## config.mk

```make
export PLATFORM = sky130hd
export DESIGN_NAME = dma_chan
export DESIGN_NICKNAME = d
export VERILOG_FILES = /design/src/rtl/dma_chan_pkg.sv /design/src/rtl/dma_cfg_check.sv /design/src/rtl/dma_xfer_fsm.sv /design/src/rtl/dma_chan.sv
export SDC_FILE = /design/constraint.sdc
export NUM_CORES = 1
export LEC_CHECK = 0
export CAP_MARGIN = 30
export CORE_AREA = 2 2 137 139
export CTS_CLUSTER_SIZE = 16
export DETAILED_ROUTE_END_ITERATION = 7
export DIE_AREA = 0 0 139 141
export DONT_BUFFER_PORTS = 1
export PLACE_DENSITY_LB_ADDON = 0.3
export RECOVER_POWER = 25
export SLEW_MARGIN = 20
export SYNTH_ARGS = -nofsm -noshare
export SYNTH_HDL_FRONTEND = slang
export SYNTH_SLANG_ARGS = --single-unit
```

## constraint.sdc

```tcl
create_clock -name clk -period 4.2 [get_ports clk]
set_input_delay 0.63 -clock clk [delete_from_list [all_inputs] [get_ports clk]]
set_output_delay 0.63 -clock clk [all_outputs]
set_load 0.02 [all_outputs]
```

## src/rtl/dma_chan_pkg.sv

```systemverilog
package dma_chan_pkg;

  typedef enum logic [1:0] {
    SZ_WORD = 2'b00,
    SZ_BYTE = 2'b01,
    SZ_HALF = 2'b10,
    SZ_RSVD = 2'b11
  } xfer_size_e;

  typedef enum logic [1:0] {
    ST_IDLE,
    ST_CHECK,
    ST_READ,
    ST_WRITE
  } xfer_state_e;

  localparam logic [2:0] REG_SRC  = 3'd0;
  localparam logic [2:0] REG_DST  = 3'd1;
  localparam logic [2:0] REG_CNT  = 3'd2;
  localparam logic [2:0] REG_CTRL = 3'd3;
  localparam logic [2:0] REG_STAT = 3'd4;
  localparam logic [2:0] REG_VEC  = 3'd5;

  // bytes moved by a size code; reserved gives 0
  function automatic logic [2:0] size_bytes(input logic [1:0] code);
    case (code)
      SZ_WORD: size_bytes = 3'd4;
      SZ_BYTE: size_bytes = 3'd1;
      SZ_HALF: size_bytes = 3'd2;
      default: size_bytes = 3'd0;
    endcase
  endfunction

endpackage

```

## src/rtl/dma_cfg_check.sv

```systemverilog
module dma_cfg_check
  import dma_chan_pkg::*;
(
  input  logic [1:0] src_lo,
  input  logic [1:0] dst_lo,
  input  logic [1:0] cnt_lo,
  input  logic       cnt_zero,
  input  logic [1:0] src_sz,
  input  logic [1:0] dst_sz,
  output logic       cfg_bad,
  output logic [1:0] step_code,
  output logic [2:0] step_bytes,
  output logic [2:0] src_bytes,
  output logic [2:0] dst_bytes
);

  function automatic logic misfit(input logic [1:0] lo, input logic [2:0] nb);
    misfit = (nb == 3'd2 && lo[0]) || (nb == 3'd4 && lo != 2'b00);
  endfunction

  always_comb begin
    src_bytes  = size_bytes(src_sz);
    dst_bytes  = size_bytes(dst_sz);
    step_bytes = (src_bytes > dst_bytes) ? src_bytes : dst_bytes;
    case (step_bytes)
      3'd4:    step_code = SZ_WORD;
      3'd2:    step_code = SZ_HALF;
      default: step_code = SZ_BYTE;
    endcase
    cfg_bad = (src_sz == SZ_RSVD) || (dst_sz == SZ_RSVD) ||
              misfit(src_lo, src_bytes) || misfit(dst_lo, dst_bytes) ||
              cnt_zero || misfit(cnt_lo, step_bytes);
  end

endmodule

```

## src/rtl/dma_xfer_fsm.sv

```systemverilog
module dma_xfer_fsm
  import dma_chan_pkg::*;
#(
  parameter int AW = 32,
  parameter int DW = 32,
  parameter int CW = 16
) (
  input  logic          clk,
  input  logic          rst,
  input  logic          start,
  input  logic          cfg_bad,
  input  logic [1:0]    step_code,
  input  logic [2:0]    step_bytes,
  input  logic [2:0]    src_bytes,
  input  logic [2:0]    dst_bytes,
  input  logic          src_inc,
  input  logic          dst_inc,
  input  logic [AW-1:0] src,
  input  logic [AW-1:0] dst,
  input  logic [CW-1:0] cnt,
  output logic [AW-1:0] src_nxt,
  output logic [AW-1:0] dst_nxt,
  output logic [CW-1:0] cnt_nxt,
  output logic          active,
  output logic          launch,
  output logic          cfg_fail,
  output logic          step_done,
  output logic          finish,
  output logic          mem_req,
  output logic          mem_we,
  output logic [AW-1:0] mem_addr,
  output logic [1:0]    mem_size,
  output logic [DW-1:0] mem_wdata,
  input  logic          mem_ack,
  input  logic [DW-1:0] mem_rdata
);

  xfer_state_e state;
  logic        last;

  always_comb begin
    src_nxt   = src + (src_inc ? AW'(src_bytes) : '0);
    dst_nxt   = dst + (dst_inc ? AW'(dst_bytes) : '0);
    cnt_nxt   = cnt - CW'(step_bytes);
    last      = (cnt == CW'(step_bytes));
    active    = (state != ST_IDLE);
    launch    = (state == ST_CHECK) && !cfg_bad;
    cfg_fail  = (state == ST_CHECK) && cfg_bad;
    step_done = (state == ST_WRITE) && mem_ack;
    finish    = step_done && last;
  end

  always_ff @(posedge clk) begin
    if (rst) begin
      state     <= ST_IDLE;
      mem_req   <= 1'b0;
      mem_we    <= 1'b0;
      mem_addr  <= '0;
      mem_size  <= '0;
      mem_wdata <= '0;
    end else begin
      case (state)
        ST_IDLE: if (start) state <= ST_CHECK;
        ST_CHECK: begin
          if (cfg_bad) state <= ST_IDLE;
          else begin
            state    <= ST_READ;
            mem_req  <= 1'b1;
            mem_we   <= 1'b0;
            mem_addr <= src;
            mem_size <= step_code;
          end
        end
        ST_READ: if (mem_ack) begin
          state     <= ST_WRITE;
          mem_we    <= 1'b1;
          mem_addr  <= dst;
          mem_wdata <= mem_rdata;
        end
        ST_WRITE: if (mem_ack) begin
          mem_we <= 1'b0;
          if (last) begin
            state   <= ST_IDLE;
            mem_req <= 1'b0;
          end else begin
            state    <= ST_READ;
            mem_addr <= src_nxt;
          end
        end
        default: state <= ST_IDLE;
      endcase
    end
  end


  bus_hold_chk: assert property (@(posedge clk) disable iff (rst)
    (mem_req && !mem_ack) |=> (mem_req && $stable(mem_we) && $stable(mem_addr)));


  cfg_block_chk: assert property (@(posedge clk) disable iff (rst)
    cfg_fail |=> (!mem_req && state == ST_IDLE));


  last_beat_chk: assert property (@(posedge clk) disable iff (rst)
    finish |=> (!mem_req && !active));

endmodule

```

## src/rtl/dma_chan.sv

```systemverilog
module dma_chan
  import dma_chan_pkg::*;
#(
  parameter int          AW      = 32,
  parameter int          DW      = 32,
  parameter int          CW      = 16,
  parameter int          VW      = 8,
  parameter logic [VW-1:0] VEC_RST = 8'h0F
) (
  input  logic          clk,
  input  logic          rst,
  input  logic          reg_we,
  input  logic [2:0]    reg_addr,
  input  logic [31:0]   reg_wdata,
  output logic [31:0]   reg_rdata,
  input  logic          ext_req,
  output logic          irq,
  input  logic          iack,
  output logic [VW-1:0] iack_vec,
  output logic          mem_req,
  output logic          mem_we,
  output logic [AW-1:0] mem_addr,
  output logic [1:0]    mem_size,
  output logic [DW-1:0] mem_wdata,
  input  logic          mem_ack,
  input  logic [DW-1:0] mem_rdata
);

  localparam int RW = 32;

  logic [AW-1:0] src_q, dst_q, src_nxt, dst_nxt;
  logic [CW-1:0] cnt_q, cnt_nxt;
  logic          go_q, ext_en_q, ie_q, sinc_q, dinc_q;
  logic [1:0]    ssz_q, dsz_q;
  logic          done_q, err_q, irq_q, ext_pend_q;
  logic [VW-1:0] vec_q;
  logic          pending, active, launch, cfg_fail, step_done, finish;
  logic          cfg_bad;
  logic [1:0]    step_code;
  logic [2:0]    step_bytes, src_bytes, dst_bytes;
  logic          wr_ctrl, wr_stat, stat_clr;
  logic [RW-1:0] stat_word, ctrl_word;

  assign pending  = go_q || ext_pend_q;
  assign wr_ctrl  = reg_we && reg_addr == REG_CTRL;
  assign wr_stat  = reg_we && reg_addr == REG_STAT;
  assign stat_clr = wr_stat && reg_wdata[0];
  assign irq      = irq_q;

  assign stat_word = {28'd0, err_q, pending && !active, active, done_q};
  assign ctrl_word = {23'd0, dsz_q, ssz_q, dinc_q, sinc_q, ie_q, ext_en_q, go_q};

  dma_cfg_check u_check (
    .src_lo    (src_q[1:0]),
    .dst_lo    (dst_q[1:0]),
    .cnt_lo    (cnt_q[1:0]),
    .cnt_zero  (cnt_q == '0),
    .src_sz    (ssz_q),
    .dst_sz    (dsz_q),
    .cfg_bad   (cfg_bad),
    .step_code (step_code),
    .step_bytes(step_bytes),
    .src_bytes (src_bytes),
    .dst_bytes (dst_bytes)
  );

  dma_xfer_fsm #(.AW(AW), .DW(DW), .CW(CW)) u_fsm (
    .clk       (clk),
    .rst       (rst),
    .start     (pending && !done_q),
    .cfg_bad   (cfg_bad),
    .step_code (step_code),
    .step_bytes(step_bytes),
    .src_bytes (src_bytes),
    .dst_bytes (dst_bytes),
    .src_inc   (sinc_q),
    .dst_inc   (dinc_q),
    .src       (src_q),
    .dst       (dst_q),
    .cnt       (cnt_q),
    .src_nxt   (src_nxt),
    .dst_nxt   (dst_nxt),
    .cnt_nxt   (cnt_nxt),
    .active    (active),
    .launch    (launch),
    .cfg_fail  (cfg_fail),
    .step_done (step_done),
    .finish    (finish),
    .mem_req   (mem_req),
    .mem_we    (mem_we),
    .mem_addr  (mem_addr),
    .mem_size  (mem_size),
    .mem_wdata (mem_wdata),
    .mem_ack   (mem_ack),
    .mem_rdata (mem_rdata)
  );

  always_ff @(posedge clk) begin
    if (rst) begin
      src_q <= '0; dst_q <= '0; cnt_q <= '0;
      go_q <= 1'b0; ext_en_q <= 1'b0; ie_q <= 1'b0;
      sinc_q <= 1'b0; dinc_q <= 1'b0; ssz_q <= '0; dsz_q <= '0;
      done_q <= 1'b0; err_q <= 1'b0; irq_q <= 1'b0; ext_pend_q <= 1'b0;
      vec_q <= VEC_RST; iack_vec <= '0; reg_rdata <= '0;
    end else begin
      if (step_done) begin
        src_q <= src_nxt; dst_q <= dst_nxt; cnt_q <= cnt_nxt;
      end else if (reg_we) begin
        if (reg_addr == REG_SRC) src_q <= reg_wdata[AW-1:0];
        if (reg_addr == REG_DST) dst_q <= reg_wdata[AW-1:0];
        if (reg_addr == REG_CNT) cnt_q <= reg_wdata[CW-1:0];
      end
      if (wr_ctrl) begin
        ext_en_q <= reg_wdata[1]; ie_q   <= reg_wdata[2];
        sinc_q   <= reg_wdata[3]; dinc_q <= reg_wdata[4];
        ssz_q    <= reg_wdata[6:5]; dsz_q <= reg_wdata[8:7];
      end
      if (reg_we && reg_addr == REG_VEC) vec_q <= reg_wdata[VW-1:0];
      // start request latching, cleared once the channel is selected
      if (launch || cfg_fail) go_q <= 1'b0;
      else if (wr_ctrl && !active && !done_q) go_q <= reg_wdata[0];
      if (launch || cfg_fail) ext_pend_q <= 1'b0;
      else if (ext_en_q && ext_req && !active && !done_q) ext_pend_q <= 1'b1;
      // latched status: a set in the same cycle wins over a clear
      if (finish) done_q <= 1'b1;
      else if (stat_clr) done_q <= 1'b0;
      if (cfg_fail) err_q <= 1'b1;
      else if (stat_clr) err_q <= 1'b0;
      if ((finish || cfg_fail) && ie_q) irq_q <= 1'b1;
      else if (stat_clr) irq_q <= 1'b0;
      iack_vec <= iack ? vec_q : '0;
      case (reg_addr)
        REG_SRC:  reg_rdata <= RW'(src_q);
        REG_DST:  reg_rdata <= RW'(dst_q);
        REG_CNT:  reg_rdata <= RW'(cnt_q);
        REG_CTRL: reg_rdata <= ctrl_word;
        REG_STAT: reg_rdata <= stat_word;
        REG_VEC:  reg_rdata <= RW'(vec_q);
        default:  reg_rdata <= '0;
      endcase
    end
  end


  stat_clear_chk: assert property (@(posedge clk) disable iff (rst)
    (stat_clr && !finish && !cfg_fail) |=> (!done_q && !err_q && !irq_q));


  done_blocks_go_chk: assert property (@(posedge clk) disable iff (rst)
    (done_q && wr_ctrl) |=> !go_q);


  go_self_clear_chk: assert property (@(posedge clk) disable iff (rst)
    launch |=> !go_q);


  iack_vec_chk: assert property (@(posedge clk) disable iff (rst)
    iack |=> (iack_vec == $past(vec_q)));

endmodule

```

==> load_flow_metrics.sql, run 1 <==
INSERT INTO impl_metrics (metric_group, metric, value, unit) VALUES
('floorplanning', 'placementRows', '50', ''),
('yosys', 'synth_edf_count', '0', ''),
('layout', 'seqCellArea', '4225', 'um^2'),
('yosys', 'synth.lib_cells_used.distinct', '77', ''),
('layout', 'nNetsFinal', '1444', ''),
('setup_path', 'worst_path_dominant_cell_family', 'compound AO/OA/AOI/OAI gates', ''),
('global_route', 'pin_count_of_the_biggest_net_entering_global_routing', '191', ''),
('yosys', 'syn_area_per_cell', '7.876', 'um^2'),
('setup_path', 'worstPathBufferInverterCount', '2', ''),
('global_route', 'grtUsageTotal', '34.69', '%'),
('sta', 'fmax', '253.2', 'MHz'),
('floorplanning', 'effective_utilization_at_floorplan', '62.13', '%'),
('yosys', 'post_synthesis_adder_cell_area_fraction', '1.742', '%'),
('yosys', 'main_combinational_cell_family_by_area_after_synthesis', 'simple AND/OR/NAND/NOR gates', ''),
('yosys', 'yosys_warnings', '0', ''),
('yosys', 'synth-simple-area-share', '27.05', '%'),
('layout', 'final_layout_size_suffix_gt1_share', '7.075', '%'),
('cts', 'cts_max_level', '1', ''),
('routing', 'vias_per_cell', '6.890', ''),
('pwr', 'clock_power_share', '46.4', '%'),
('setup_path', 'kind_of_start_point_of_the_critical_path', 'flop', ''),
('global_route', 'met1_usage', '49.86', '%'),
('pwr', 'power.density', '371.0', 'nW/um^2'),
('global_route', 'grt_pass1_wl', '55.08', 'mm'),
('cts', 'cts_tree', 'yes', ''),
('yosys', 'synth_seq_cells', '211', ''),
('yosys', 'synth_top_flop_cell', 'sky130_fd_sc_hd__dfxtp_1', ''),
('pwr', 'p_sw', '1.054', 'mW'),
('global_route', 'gr-usage-met3', '8.492', '%'),
('floorplanning', 'dieArea', '19600', 'um^2'),
('yosys', 'synth_compound_area_share', '21.12', '%'),
('routing', 'drt_drc_violations_left', '0', ''),
('sta', 'setup-violations-final', '0', ''),
('cts', 'clock_tree.root_cell', 'sky130_fd_sc_hd__clkbuf_16', ''),
('sta', 'tns', '0', 'ps'),
('placement', 'place.port_buffers', '0', ''),
('floorplanning', 'fp.dieH', '141', 'um'),
('routing', 'wl', '35.86', 'mm'),
('routing', 'post_detailed_route_count_of_antenna_violating_nets', '0', ''),
('routing', 'dr.pass1.iters', '6', ''),
('placement', 'dp.final_hpwl', '24.48', 'mm'),
('pwr', 'cellInternalPower', '3.388', 'mW'),
('yosys', 'synth.yosys.seq_area_share', '37.22', '%'),
('yosys', 'yosys.area_share.xor_xnor', '0.4630', '%'),
('setup_path', 'critical_path.max_fanout', '8', ''),
('sta', 'max-slew-margin-rel', '31.24', '%'),
('global_route', 'first_global_vias', '9667', ''),
('pwr', 'comb_power_share', '5.7', '%'),
('setup_path', 'worstSetupEndpointType', 'flop', ''),
('run_status', 'outcome', 'finished clean', ''),
('routing', 'detailroute.via_count', '11058', ''),
('cts', 'clock_tree.buffer_depth', '3', ''),
('run', 'cap_violations', '0', ''),
('global_route', 'grt.overflow.total', '0', ''),
('cts', 'worst_skew_pair.late_latency', '520', 'ps'),
('sta', 'tightestPinTransition', '1026', 'ps'),
('setup_path', 'worst_ep_arrival_time', '4400', 'ps'),
('yosys', 'synth_mux_area_share', '6.769', '%'),
('worst_hold_path', 'class_of_the_worst_hold_path', 'in2reg', ''),
('layout', 'final.fill_count', '1551', ''),
('sta', 'drv_slew', '0', ''),
('layout', 'antenna-diode-count', '0', ''),
('pwr', 'power.switching_fraction', '23.73', '%'),
('sta', 'post-route-min-period', '3950', 'ps'),
('cts', 'ctsResizeCount', '0', ''),
('sta', 'finalHoldViolCount', '0', ''),
('placement', 'gp_congestion', '0.9772', ''),
('pwr', 'pwr-share-seq', '47.9', '%'),
('floorplanning', 'chipWidth', '139', 'um'),
('global_route', 'grt_busiest_layer', 'met2', ''),
('pwr', 'power.static_leakage', '3.991', 'nW');
-- final timing paths --
kind / startpoint / to / slack (ps) / cells past startpoint
worst max register to register: ssz_q[0] / cnt_q[15] / 250 / 14
worst min-delay path: rst / u_fsm.mem_wdata[25] / 190 / 1
worst max-delay path: ssz_q[0] / cnt_q[15] / 250 / 14
worst min register to register: vec_q[4] / vec_q[4] / 470 / 2
-- placed cells by master (no fill, tap or decap), types with 12 or more instances in the layout --
cell                          n
sky130_fd_sc_hd__o22ai_1     18
sky130_fd_sc_hd__o211ai_1    12
sky130_fd_sc_hd__nand2_1    212
sky130_fd_sc_hd__inv_1       20
sky130_fd_sc_hd__nor2b_1     35
sky130_fd_sc_hd__nor3_1      54
sky130_fd_sc_hd__dfxtp_1    210
sky130_fd_sc_hd__nand3_1     45
sky130_fd_sc_hd__o21ai_0     58
sky130_fd_sc_hd__nor2_1     120
sky130_fd_sc_hd__buf_4       15
sky130_fd_sc_hd__a21oi_1    144
sky130_fd_sc_hd__a221oi_1    16
sky130_fd_sc_hd__nand4_1     18
sky130_fd_sc_hd__and3_1      19
sky130_fd_sc_hd__a31oi_1     21
sky130_fd_sc_hd__clkbuf_16   23
sky130_fd_sc_hd__a211oi_1    42
sky130_fd_sc_hd__nor4_1      30
sky130_fd_sc_hd__mux2i_1     52
-- power groups by stage --
| stage | combinational (mW) | sequential, mW | clock (mW) |
|---|---|---|---|
| after floorplan | 0.249 | 2.14 | 0 |
| after global placement | 0.238 | 2.17 | 0 |
| after detailed placement | 0.243 | 2.17 | 0 |
| after CTS | 0.245 | 2.12 | 2.07 |
| after global routing | 0.273 | 2.13 | 2.15 |
| final | 0.252 | 2.13 | 2.06 |
-- state kept, by name, summed over array words and instances, names as in the netlist, 8 cells and up --
register         count
reg_rdata           32
u_fsm.mem_addr      32
vec_q                8
cnt_q               16
dst_q               32
src_q               32
iack_vec             8
u_fsm.mem_wdata     32
-- stage by stage --
stage          total power, mW  cell area [um^2]  std cells  worst slack, ps
3_3_place_gp             2.405             11200       1565            701.9
3_5_place_dp             2.412             11200       1565            503.7
2_1_floorplan            2.388             11350       1441            491.7
4_1_cts                  4.443             11960       1604            441.6
6_report                 4.442             11970       1605            250.3
5_1_grt                  4.557             11970       1605            68.18
-- cell usage after synthesis (4+ instances only) --
cell type / instances / share of area [%]
sky130_fd_sc_hd__a22oi_1: 11 / 0.73
sky130_fd_sc_hd__a31oi_1: 21 / 1.2
sky130_fd_sc_hd__xnor2_1: 5 / 0.39
sky130_fd_sc_hd__inv_1: 20 / 0.66
sky130_fd_sc_hd__mux4_2: 6 / 1.2
sky130_fd_sc_hd__buf_6: 4 / 0.40
sky130_fd_sc_hd__and4_1: 11 / 0.85
sky130_fd_sc_hd__buf_1: 7 / 0.23
sky130_fd_sc_hd__o21a_1: 4 / 0.26
sky130_fd_sc_hd__or3_1: 10 / 0.55
sky130_fd_sc_hd__nand2b_1: 11 / 0.61
sky130_fd_sc_hd__clkbuf_1: 90 / 3.0
sky130_fd_sc_hd__a221o_1: 6 / 0.53
sky130_fd_sc_hd__nand3_1: 46 / 2.0
sky130_fd_sc_hd__ha_1: 11 / 1.2
sky130_fd_sc_hd__mux2i_1: 52 / 4.6
sky130_fd_sc_hd__a221oi_1: 16 / 1.2
sky130_fd_sc_hd__or2_2: 5 / 0.28
sky130_fd_sc_hd__nor2_1: 120 / 4.0
sky130_fd_sc_hd__nand4_1: 18 / 0.99
sky130_fd_sc_hd__o221ai_1: 5 / 0.39
sky130_fd_sc_hd__nor4_1: 30 / 1.7
sky130_fd_sc_hd__mux2_2: 10 / 0.99
sky130_fd_sc_hd__o21ai_0: 58 / 2.6
sky130_fd_sc_hd__nor3_1: 54 / 2.4
sky130_fd_sc_hd__and3_1: 19 / 1.0
sky130_fd_sc_hd__buf_2: 19 / 0.84
sky130_fd_sc_hd__a211oi_1: 42 / 2.8
sky130_fd_sc_hd__o22ai_1: 18 / 0.99
sky130_fd_sc_hd__nand3b_1: 6 / 0.40
sky130_fd_sc_hd__dfxtp_1: 211 / 37
sky130_fd_sc_hd__o31ai_1: 7 / 0.46
sky130_fd_sc_hd__and2_1: 15 / 0.83
sky130_fd_sc_hd__a21oi_1: 144 / 6.3
sky130_fd_sc_hd__nor2b_1: 35 / 1.9
sky130_fd_sc_hd__nand2_1: 212 / 7.0
sky130_fd_sc_hd__o211ai_1: 12 / 0.79
-- area by class of cell --
type                    instances  share of cell area (%)
inverters                      20                  0.6270
repair buffers                 16                   1.066
clock inverters                10                   1.108
clock buffers                  29                   5.246
well taps                     234                   2.445
multi-input cells            1085                   54.22
flip-flops and latches        211                   35.29
-- layer usage --
metal,vias up,share of wire [%]
met5,-,0
li1,5061,-
met1,5124,40
met3,106,14
met4,0,3.1
met2,767,43
-- kinds of logic (layout without fill, tap and decap cells) --
logic type	Yosys count	after routing
XOR/XNOR	6	6
multiplexers	68	68
AND/OR/NAND/NOR	618	618
flip-flops	211	211
AO/OA/AOI/OAI	379	379
adder cells (fa/ha/maj)	14	14
buffers and inverters	145	75
Note: power is estimated with default switching activity, not from simulation.
==> run 2: changes to the inputs <==
Settings changed: GPL_TIMING_DRIVEN set to 0.
==> load_flow_metrics.sql, run 2 (same netlist as run 1, synthesis figures left out) <==
INSERT INTO impl_metrics (metric_group, metric, value, unit) VALUES
('floorplanning', 'placeableCoreArea', '18270', 'um^2'),
('placement', 'post_dp_cell_area', '11640', 'um^2'),
('placement', 'dp.final_hpwl', '31.76', 'mm'),
('global_route', 'first_global_vias', '11017', ''),
('global_route', 'grt_antenna_before_repair', '0', ''),
('run_status', 'outcome', 'finished clean', ''),
('pwr', 'power.density', '382.7', 'nW/um^2'),
('floorplanning', 'dieArea', '19600', 'um^2'),
('layout', 'nNetsFinal', '1553', ''),
('cts', 'postcts_setup_bufs', '0', ''),
('pwr', 'total_power', '4.805', 'mW'),
('routing', 'detailedRoute.firstIterationViolations', '1853', ''),
('sta', 'fmax', '249.8', 'MHz'),
('routing', 'vias_per_cell', '7.088', ''),
('global_route', 'gr-usage-met3', '14.33', '%'),
('sta', 'tightestPinTransition', '1064', 'ps'),
('floorplanning', 'effective_utilization_at_floorplan', '62.13', '%'),
('layout', 'final_common_cell', 'sky130_fd_sc_hd__nand2_1', ''),
('sta', 'tns', '0', 'ps'),
('sta', 'finalWorstSetupSlack', '197.4', 'ps'),
('global_route', 'met1_usage', '55.40', '%'),
('setup_path', 'reg2regPathDepth', '11', ''),
('setup_path', 'worst-r2r-setup-slack', '200', 'ps'),
('cts', 'ctsHoldBuffers', '0', ''),
('cts', 'clock_tree.root_cell', 'sky130_fd_sc_hd__clkbuf_16', ''),
('floorplanning', 'fp.dieH', '141', 'um'),
('global_route', 'grt_busiest_layer', 'met2', ''),
('sta', 'post-route-min-period', '4003', 'ps'),
('worst_hold_path', 'class_of_the_worst_hold_path', 'in2reg', ''),
('cts', 'cts-buffers-inserted', '23', ''),
('floorplanning', 'io-pin-count', '182', ''),
('routing', 'detailroute.via_count', '12163', ''),
('placement', 'place.port_buffers', '0', ''),
('cts', 'worst_setup_hold_path_clk_slew', '60', 'ps'),
('layout', 'syn2layout_area_growth', '10.63', '%'),
('setup_path', 'critical_path.reg2reg.endpoint', 'u_fsm.mem_addr[18]', ''),
('sta', 'rsz0062_at_grt', 'false', ''),
('cts', 'cts_max_level', '1', ''),
('setup_path', 'worstSetupEndpointType', 'flop', ''),
('sta', 'drv_slew', '0', ''),
('setup_path', 'timing.critical_path.to', 'u_fsm.mem_addr[18]', ''),
('sta', 'finalCritPeriodShare', '95.30', '%'),
('global_route', 'grt_pass1_wl', '64.49', 'mm'),
('layout', 'most-common-layout-cells', 'sky130_fd_sc_hd__nand2_1 (212), sky130_fd_sc_hd__dfxtp_1 (211), sky130_fd_sc_hd__a21oi_1 (144)', ''),
('setup_path', 'r2r-start', 'ssz_q[0]', ''),
('sta', 'fin_skew', '23.41', 'ps'),
('routing', 'dr.pass1.iters', '6', ''),
('cts', 'cts_tree', 'yes', ''),
('placement', 'preCtsSetupSlack', '-213.2', 'ps'),
('placement', 'gp_congestion', '1.062', ''),
('sta', 'setup-violations-final', '0', ''),
('sta', 'finalHoldViolCount', '0', ''),
('setup_path', 'critical_path.max_fanout', '8', ''),
('routing', 'wl', '43.40', 'mm'),
('global_route', 'grt.overflow.total', '0', ''),
('setup_path', 'worst_setup_path_startpoint', 'ssz_q[0]', ''),
('routing', 'post_detailed_route_count_of_antenna_violating_nets', '0', ''),
('routing', 'detail_route.wl_per_cell', '25.29', 'um'),
('layout', 'fin_area', '12560', 'um^2'),
('setup_path', 'kind_of_start_point_of_the_critical_path', 'flop', ''),
('setup_path', 'cp_data_required_time', '4570', 'ps'),
('floorplanning', 'placementRows', '50', ''),
('global_route', 'pin_count_of_the_biggest_net_entering_global_routing', '15', ''),
('cts', 'clkSinkCount', '211', ''),
('pwr', 'worst_ir_drop_vdd', '0.0004628', 'V'),
('cts', 'worst_skew_pair.late_latency', '530', 'ps'),
('cts', 'clock_tree.buffer_depth', '3', ''),
('setup_path', 'worst_ep_arrival_time', '4370', 'ps'),
('routing', 'drt_drc_violations_left', '0', ''),
('sta', 'max-slew-margin-rel', '29.06', '%'),
('layout', 'final_layout_size_suffix_gt1_share', '7.760', '%'),
('global_route', 'grtUsageTotal', '42.31', '%'),
('run', 'cap_violations', '0', ''),
('pwr', 'power.static_leakage', '4.219', 'nW'),
('floorplanning', 'chipWidth', '139', 'um'),
('setup_path', 'critPathKind', 'reg2reg', ''),
('layout', 'antenna-diode-count', '0', ''),
('placement', 'place_inst', '1675', ''),
('layout', 'stdcell_count', '1716', ''),
('global_route', 'use_met2', '62.56', '%');
run 2: cell count changes in the layout (fill, tap and decap cells not counted), sizes merged:
| cell | delta |
|---|---|
| buf | +16 |
| inv | -1 |
| clkbuf | +95 |
| clkinv | -4 |
| bufinv | +3 |
| clkinvlp | +2 |
run 2: final cells by class:
cell class / instances / area [um^2]
clock inverters: 10 / 212.7
well taps: 234 / 292.8
flip-flops and latches: 211 / 4224
multi-input cells: 1085 / 6533
fillers: 1554 / 5712
plain buffers: 125 / 563.0
clock buffers: 31 / 655.6
inverters: 20 / 75.07
run 2: power breakdown:
| group | leakage [nW] | switching [mW] | internal, mW | total, mW |
|---|---|---|---|---|
| sequential | 1.71 | 0.0731 | 2.05 | 2.12 |
| clock | 0.416 | 0.853 | 1.46 | 2.32 |
| combinational | 2.10 | 0.250 | 0.120 | 0.371 |
run 2: repair_timing:
action,4_1_cts,5_1_grt
setup endpoints to repair,29,33
gates resized for setup,2,9
pin swaps,0,0
hold endpoints to repair,0,0
run 2: per-stage QoR:
| stage | hold slack, ps | utilization, % |
|---|---|---|
| final | 237.7 | 68.73 |
| after global routing | 246.6 | 68.73 |
| after CTS | 236.7 | 68.55 |
| after detailed placement | 469.0 | 63.73 |
| after global placement | 457.5 | 63.73 |
| after floorplan | 445.0 | - |
run 2: worst max-delay path, stage by stage, from the launching register on:
cell and delay, ps:
sky130_fd_sc_hd__dfxtp_1 510, sky130_fd_sc_hd__nor2b_1 320, sky130_fd_sc_hd__and2_1 190, sky130_fd_sc_hd__ha_1 180, sky130_fd_sc_hd__inv_1 60, sky130_fd_sc_hd__fa_1 410, sky130_fd_sc_hd__nor2b_2 340, sky130_fd_sc_hd__o21ai_2 240
sky130_fd_sc_hd__nor4_2 590, sky130_fd_sc_hd__mux2_2 410, sky130_fd_sc_hd__a221oi_2 470, sky130_fd_sc_hd__a211oi_1 140
run 2: worst min-delay path by stage:
stage,start,endpoint,cells past startpoint
floorplan,vec_q[4],vec_q[4],2
global placement,vec_q[4],vec_q[4],2
detailed placement,vec_q[4],iack_vec[4],1
CTS,mem_rdata[4],u_fsm.mem_wdata[4],2
global route,mem_rdata[22],u_fsm.mem_wdata[22],2
finish,mem_rdata[4],u_fsm.mem_wdata[4],2
run 2: layer usage:
| layer | wire (um) | up-vias |
|---|---|---|
| met2 | 17900 | 1038 |
| met4 | 2686 | 0 |
| met1 | 16080 | 5646 |
| li1 | - | 5263 |
| met5 | 0 | - |
| met3 | 6735 | 216 |
==> run 3: changes to the inputs <==
Settings changed: BUFFER_PORTS_ARGS set to -buffer_cell sky130_fd_sc_hd__buf_2, CORE_AREA 2 2 137 139 to 2 2 184 186, DIE_AREA 0 0 139 141 to 0 0 186 188, DONT_BUFFER_PORTS 1 to not set.
==> load_flow_metrics.sql, run 3 (same netlist as run 1, synthesis figures left out) <==
INSERT INTO impl_metrics (metric_group, metric, value, unit) VALUES
('pwr', 'power.density', '353.0', 'nW/um^2'),
('routing', 'route.met2.wl', '22.25', 'mm'),
('cts', 'clkSinkCount', '211', ''),
('placement', 'post_dp_cell_area', '12830', 'um^2'),
('setup_path', 'critPathKind', 'reg2reg', ''),
('placement', 'gp_congestion', '0.9977', ''),
('sta', 'rsz0062_at_grt', 'false', ''),
('setup_path', 'worst_path_dominant_cell_family', 'simple AND/OR/NAND/NOR gates', ''),
('pwr', 'worst_ir_drop_vdd', '0.0002500', 'V'),
('floorplanning', 'placementRows', '67', ''),
('layout', 'most-common-layout-cells', 'sky130_fd_sc_hd__nand2_1 (212), sky130_fd_sc_hd__dfxtp_1 (211), sky130_fd_sc_hd__clkbuf_1 (166)', ''),
('floorplanning', 'io-pin-count', '182', ''),
('layout', 'final_layout_size_suffix_gt1_share', '13.56', '%'),
('routing', 'vias_per_cell', '5.909', ''),
('global_route', 'first_global_vias', '11605', ''),
('cts', 'cts_tree', 'yes', ''),
('floorplanning', 'chipWidth', '186', 'um'),
('setup_path', 'critical_path.reg2reg.endpoint', 'u_fsm.mem_addr[18]', ''),
('floorplanning', 'fp.dieH', '188', 'um'),
('run', 'cap_violations', '0', ''),
('cts', 'postcts_setup_bufs', '0', ''),
('cts', 'clock_tree.root_cell', 'sky130_fd_sc_hd__clkbuf_16', ''),
('setup_path', 'worstSetupEndpointType', 'flop', ''),
('setup_path', 'r2r-start', 'ssz_q[0]', ''),
('routing', 'highest_layer', 'met4', ''),
('layout', 'antenna-diode-count', '0', ''),
('sta', 'fmax', '247.7', 'MHz'),
('routing', 'detailedRoute.firstIterationViolations', '1551', ''),
('routing', 'wl_met3', '4.688', 'mm'),
('worst_hold_path', 'class_of_the_worst_hold_path', 'in2reg', ''),
('global_route', 'grt.overflow.total', '0', ''),
('setup_path', 'critical_path.max_fanout', '8', ''),
('setup_path', 'kind_of_start_point_of_the_critical_path', 'flop', ''),
('setup_path', 'worstPathBufferInverterCount', '1', ''),
('sta', 'drv_slew', '0', ''),
('cts', 'cts_max_level', '1', ''),
('routing', 'drt_drc_violations_left', '0', ''),
('global_route', 'grt_pass1_wl', '73.52', 'mm'),
('sta', 'max-slew-margin-rel', '32.91', '%'),
('floorplanning', 'effective_utilization_at_floorplan', '34.28', '%'),
('setup_path', 'crit_path_cell_count', '11', ''),
('routing', 'wl', '49.90', 'mm'),
('setup_path', 'worst-r2r-setup-slack', '160', 'ps'),
('cts', 'cts-buffers-inserted', '24', ''),
('global_route', 'grtUsageTotal', '27.91', '%'),
('cts', 'worst_setup_hold_path_clk_slew', '60', 'ps'),
('routing', 'wl_met1', '20.46', 'mm'),
('routing', 'detail_route.wl_per_cell', '23.59', 'um'),
('layout', 'fin_area', '13620', 'um^2'),
('routing', 'post_detailed_route_count_of_antenna_violating_nets', '0', ''),
('sta', 'finalHoldViolCount', '0', ''),
('sta', 'fin_worst_hold_slack', '333.5', 'ps'),
('setup_path', 'worst_setup_path_startpoint', 'ssz_q[0]', ''),
('setup_path', 'reg2regPathDepth', '11', ''),
('cts', 'clock_tree.buffer_depth', '3', ''),
('setup_path', 'timing.critical_path.to', 'u_fsm.mem_addr[18]', ''),
('routing', 'dr.pass1.iters', '7', ''),
('layout', 'final.fill_count', '3466', ''),
('cts', 'ctsHoldBuffers', '0', ''),
('layout', 'syn2layout_area_growth', '19.99', '%'),
('placement', 'dp.final_hpwl', '37.18', 'mm'),
('placement', 'place.port_buffers', '178', ''),
('setup_path', 'timing.critical_path.cells', 'nor2b_1 > and2_1 > ha_1 > inv_1 > fa_1 > nor2b_2 > o21ai_2 > nor4_2 > mux2_2 > a221oi_1 > a211oi_1', ''),
('sta', 'fin_skew', '13.75', 'ps'),
('sta', 'finalCritPeriodShare', '96.14', '%'),
('pwr', 'total_power', '4.808', 'mW'),
('sta', 'tightestPinTransition', '1006', 'ps'),
('setup_path', 'worst_ep_arrival_time', '4410', 'ps'),
('run_status', 'outcome', 'finished clean', ''),
('routing', 'detailroute.via_count', '12498', ''),
('layout', 'final_common_cell', 'sky130_fd_sc_hd__nand2_1', ''),
('setup_path', 'cp_data_required_time', '4570', 'ps'),
('layout', 'nNetsFinal', '1736', ''),
('floorplanning', 'dieArea', '34970', 'um^2'),
('setup_path', 'crit_path_top_delay_cell', 'sky130_fd_sc_hd__nor4_2', ''),
('global_route', 'pin_count_of_the_biggest_net_entering_global_routing', '14', ''),
('sta', 'setup-violations-final', '0', ''),
('global_route', 'grt_antenna_before_repair', '0', ''),
('sta', 'tns', '0', 'ps'),
('cts', 'worst_skew_pair.late_latency', '540', 'ps'),
('sta', 'post-route-min-period', '4038', 'ps'),
('pwr', 'power.static_leakage', '4.801', 'nW'),
('floorplanning', 'placeableCoreArea', '33110', 'um^2'),
('setup_path', 'critical-path-max-stage-delay', '570', 'ps');
run 3: cell types whose count changed in the layout (fill, tap and decap cells not counted), sizes merged:
cell / previous run / this run
clkinvlp: 2 / 1
bufinv: 6 / 3
clkinv: 2 / 6
buf: 32 / 143
clkbuf: 124 / 198
run 3: area by class of cell:
cell class | instances | area (um^2) | area share [%]
sequential | 211 | 4224 | 31.02
clock buffer | 34 | 699.4 | 5.136
tap | 448 | 560.5 | 4.116
buffer | 125 | 564.3 | 4.144
multi-input combinational | 1085 | 6520 | 47.88
inverter | 20 | 75.07 | 0.5513
clock inverter | 10 | 131.4 | 0.9647
timing repair buffer | 182 | 843.3 | 6.193
run 3: worst min path at each step:
stage | from | endpoint | slack [ps] | cells after the start
floorplan | vec_q[4] | vec_q[4] | 440 | 2
global placement | u_fsm.mem_size[0] | u_fsm.mem_size[0] | 440 | 2
detailed placement | u_fsm.mem_wdata[0] | u_fsm.mem_wdata[0] | 440 | 2
CTS | mem_rdata[3] | u_fsm.mem_wdata[3] | 320 | 3
global route | mem_rdata[2] | u_fsm.mem_wdata[2] | 340 | 3
finish | mem_rdata[12] | u_fsm.mem_wdata[12] | 330 | 3
run 3: metrics by stage:
step | setup WS, ps | cells | utilization (%)
floorplan | 491.7 | 1441 | -
global placement | -180.1 | 2067 | 38.66
detailed placement | -237.9 | 2070 | 38.75
CTS | 38.78 | 2114 | 41.29
global route | 42.17 | 2115 | 41.13
finish | 162.3 | 2115 | 41.13
run 3: power breakdown:
group / internal [mW] / switching, mW / total (mW)
Clock: 1.34 / 0.898 / 2.24
Combinational: 0.155 / 0.322 / 0.477
Sequential: 2.05 / 0.0444 / 2.09
Total: 3.54 / 1.26 / 4.81
run 3: worst reg2reg max path: stages, from the launching register on:
cell                       delay, ps
sky130_fd_sc_hd__dfxtp_1         520
sky130_fd_sc_hd__nor2b_1         290
sky130_fd_sc_hd__and2_1          190
sky130_fd_sc_hd__ha_1            200
sky130_fd_sc_hd__inv_1            70
sky130_fd_sc_hd__fa_1            410
sky130_fd_sc_hd__nor2b_2         330
sky130_fd_sc_hd__o21ai_2         240
sky130_fd_sc_hd__nor4_2          580
sky130_fd_sc_hd__mux2_2          400
sky130_fd_sc_hd__a221oi_1        500
sky130_fd_sc_hd__a211oi_1        160
run 3: layer usage:
layer	GRT usage [%]	vias to the layer above
met2	43.87	731
met3	4.486	136
met1	37.74	5979
met5	0	-
met4	11.78	0
li1	-	5652
run 3: what timing repair did:
action / in CTS / in global routing
endpoints found under the setup margin: 32 / 31
pin swaps: 0 / 0
resized for setup: 3 / 8
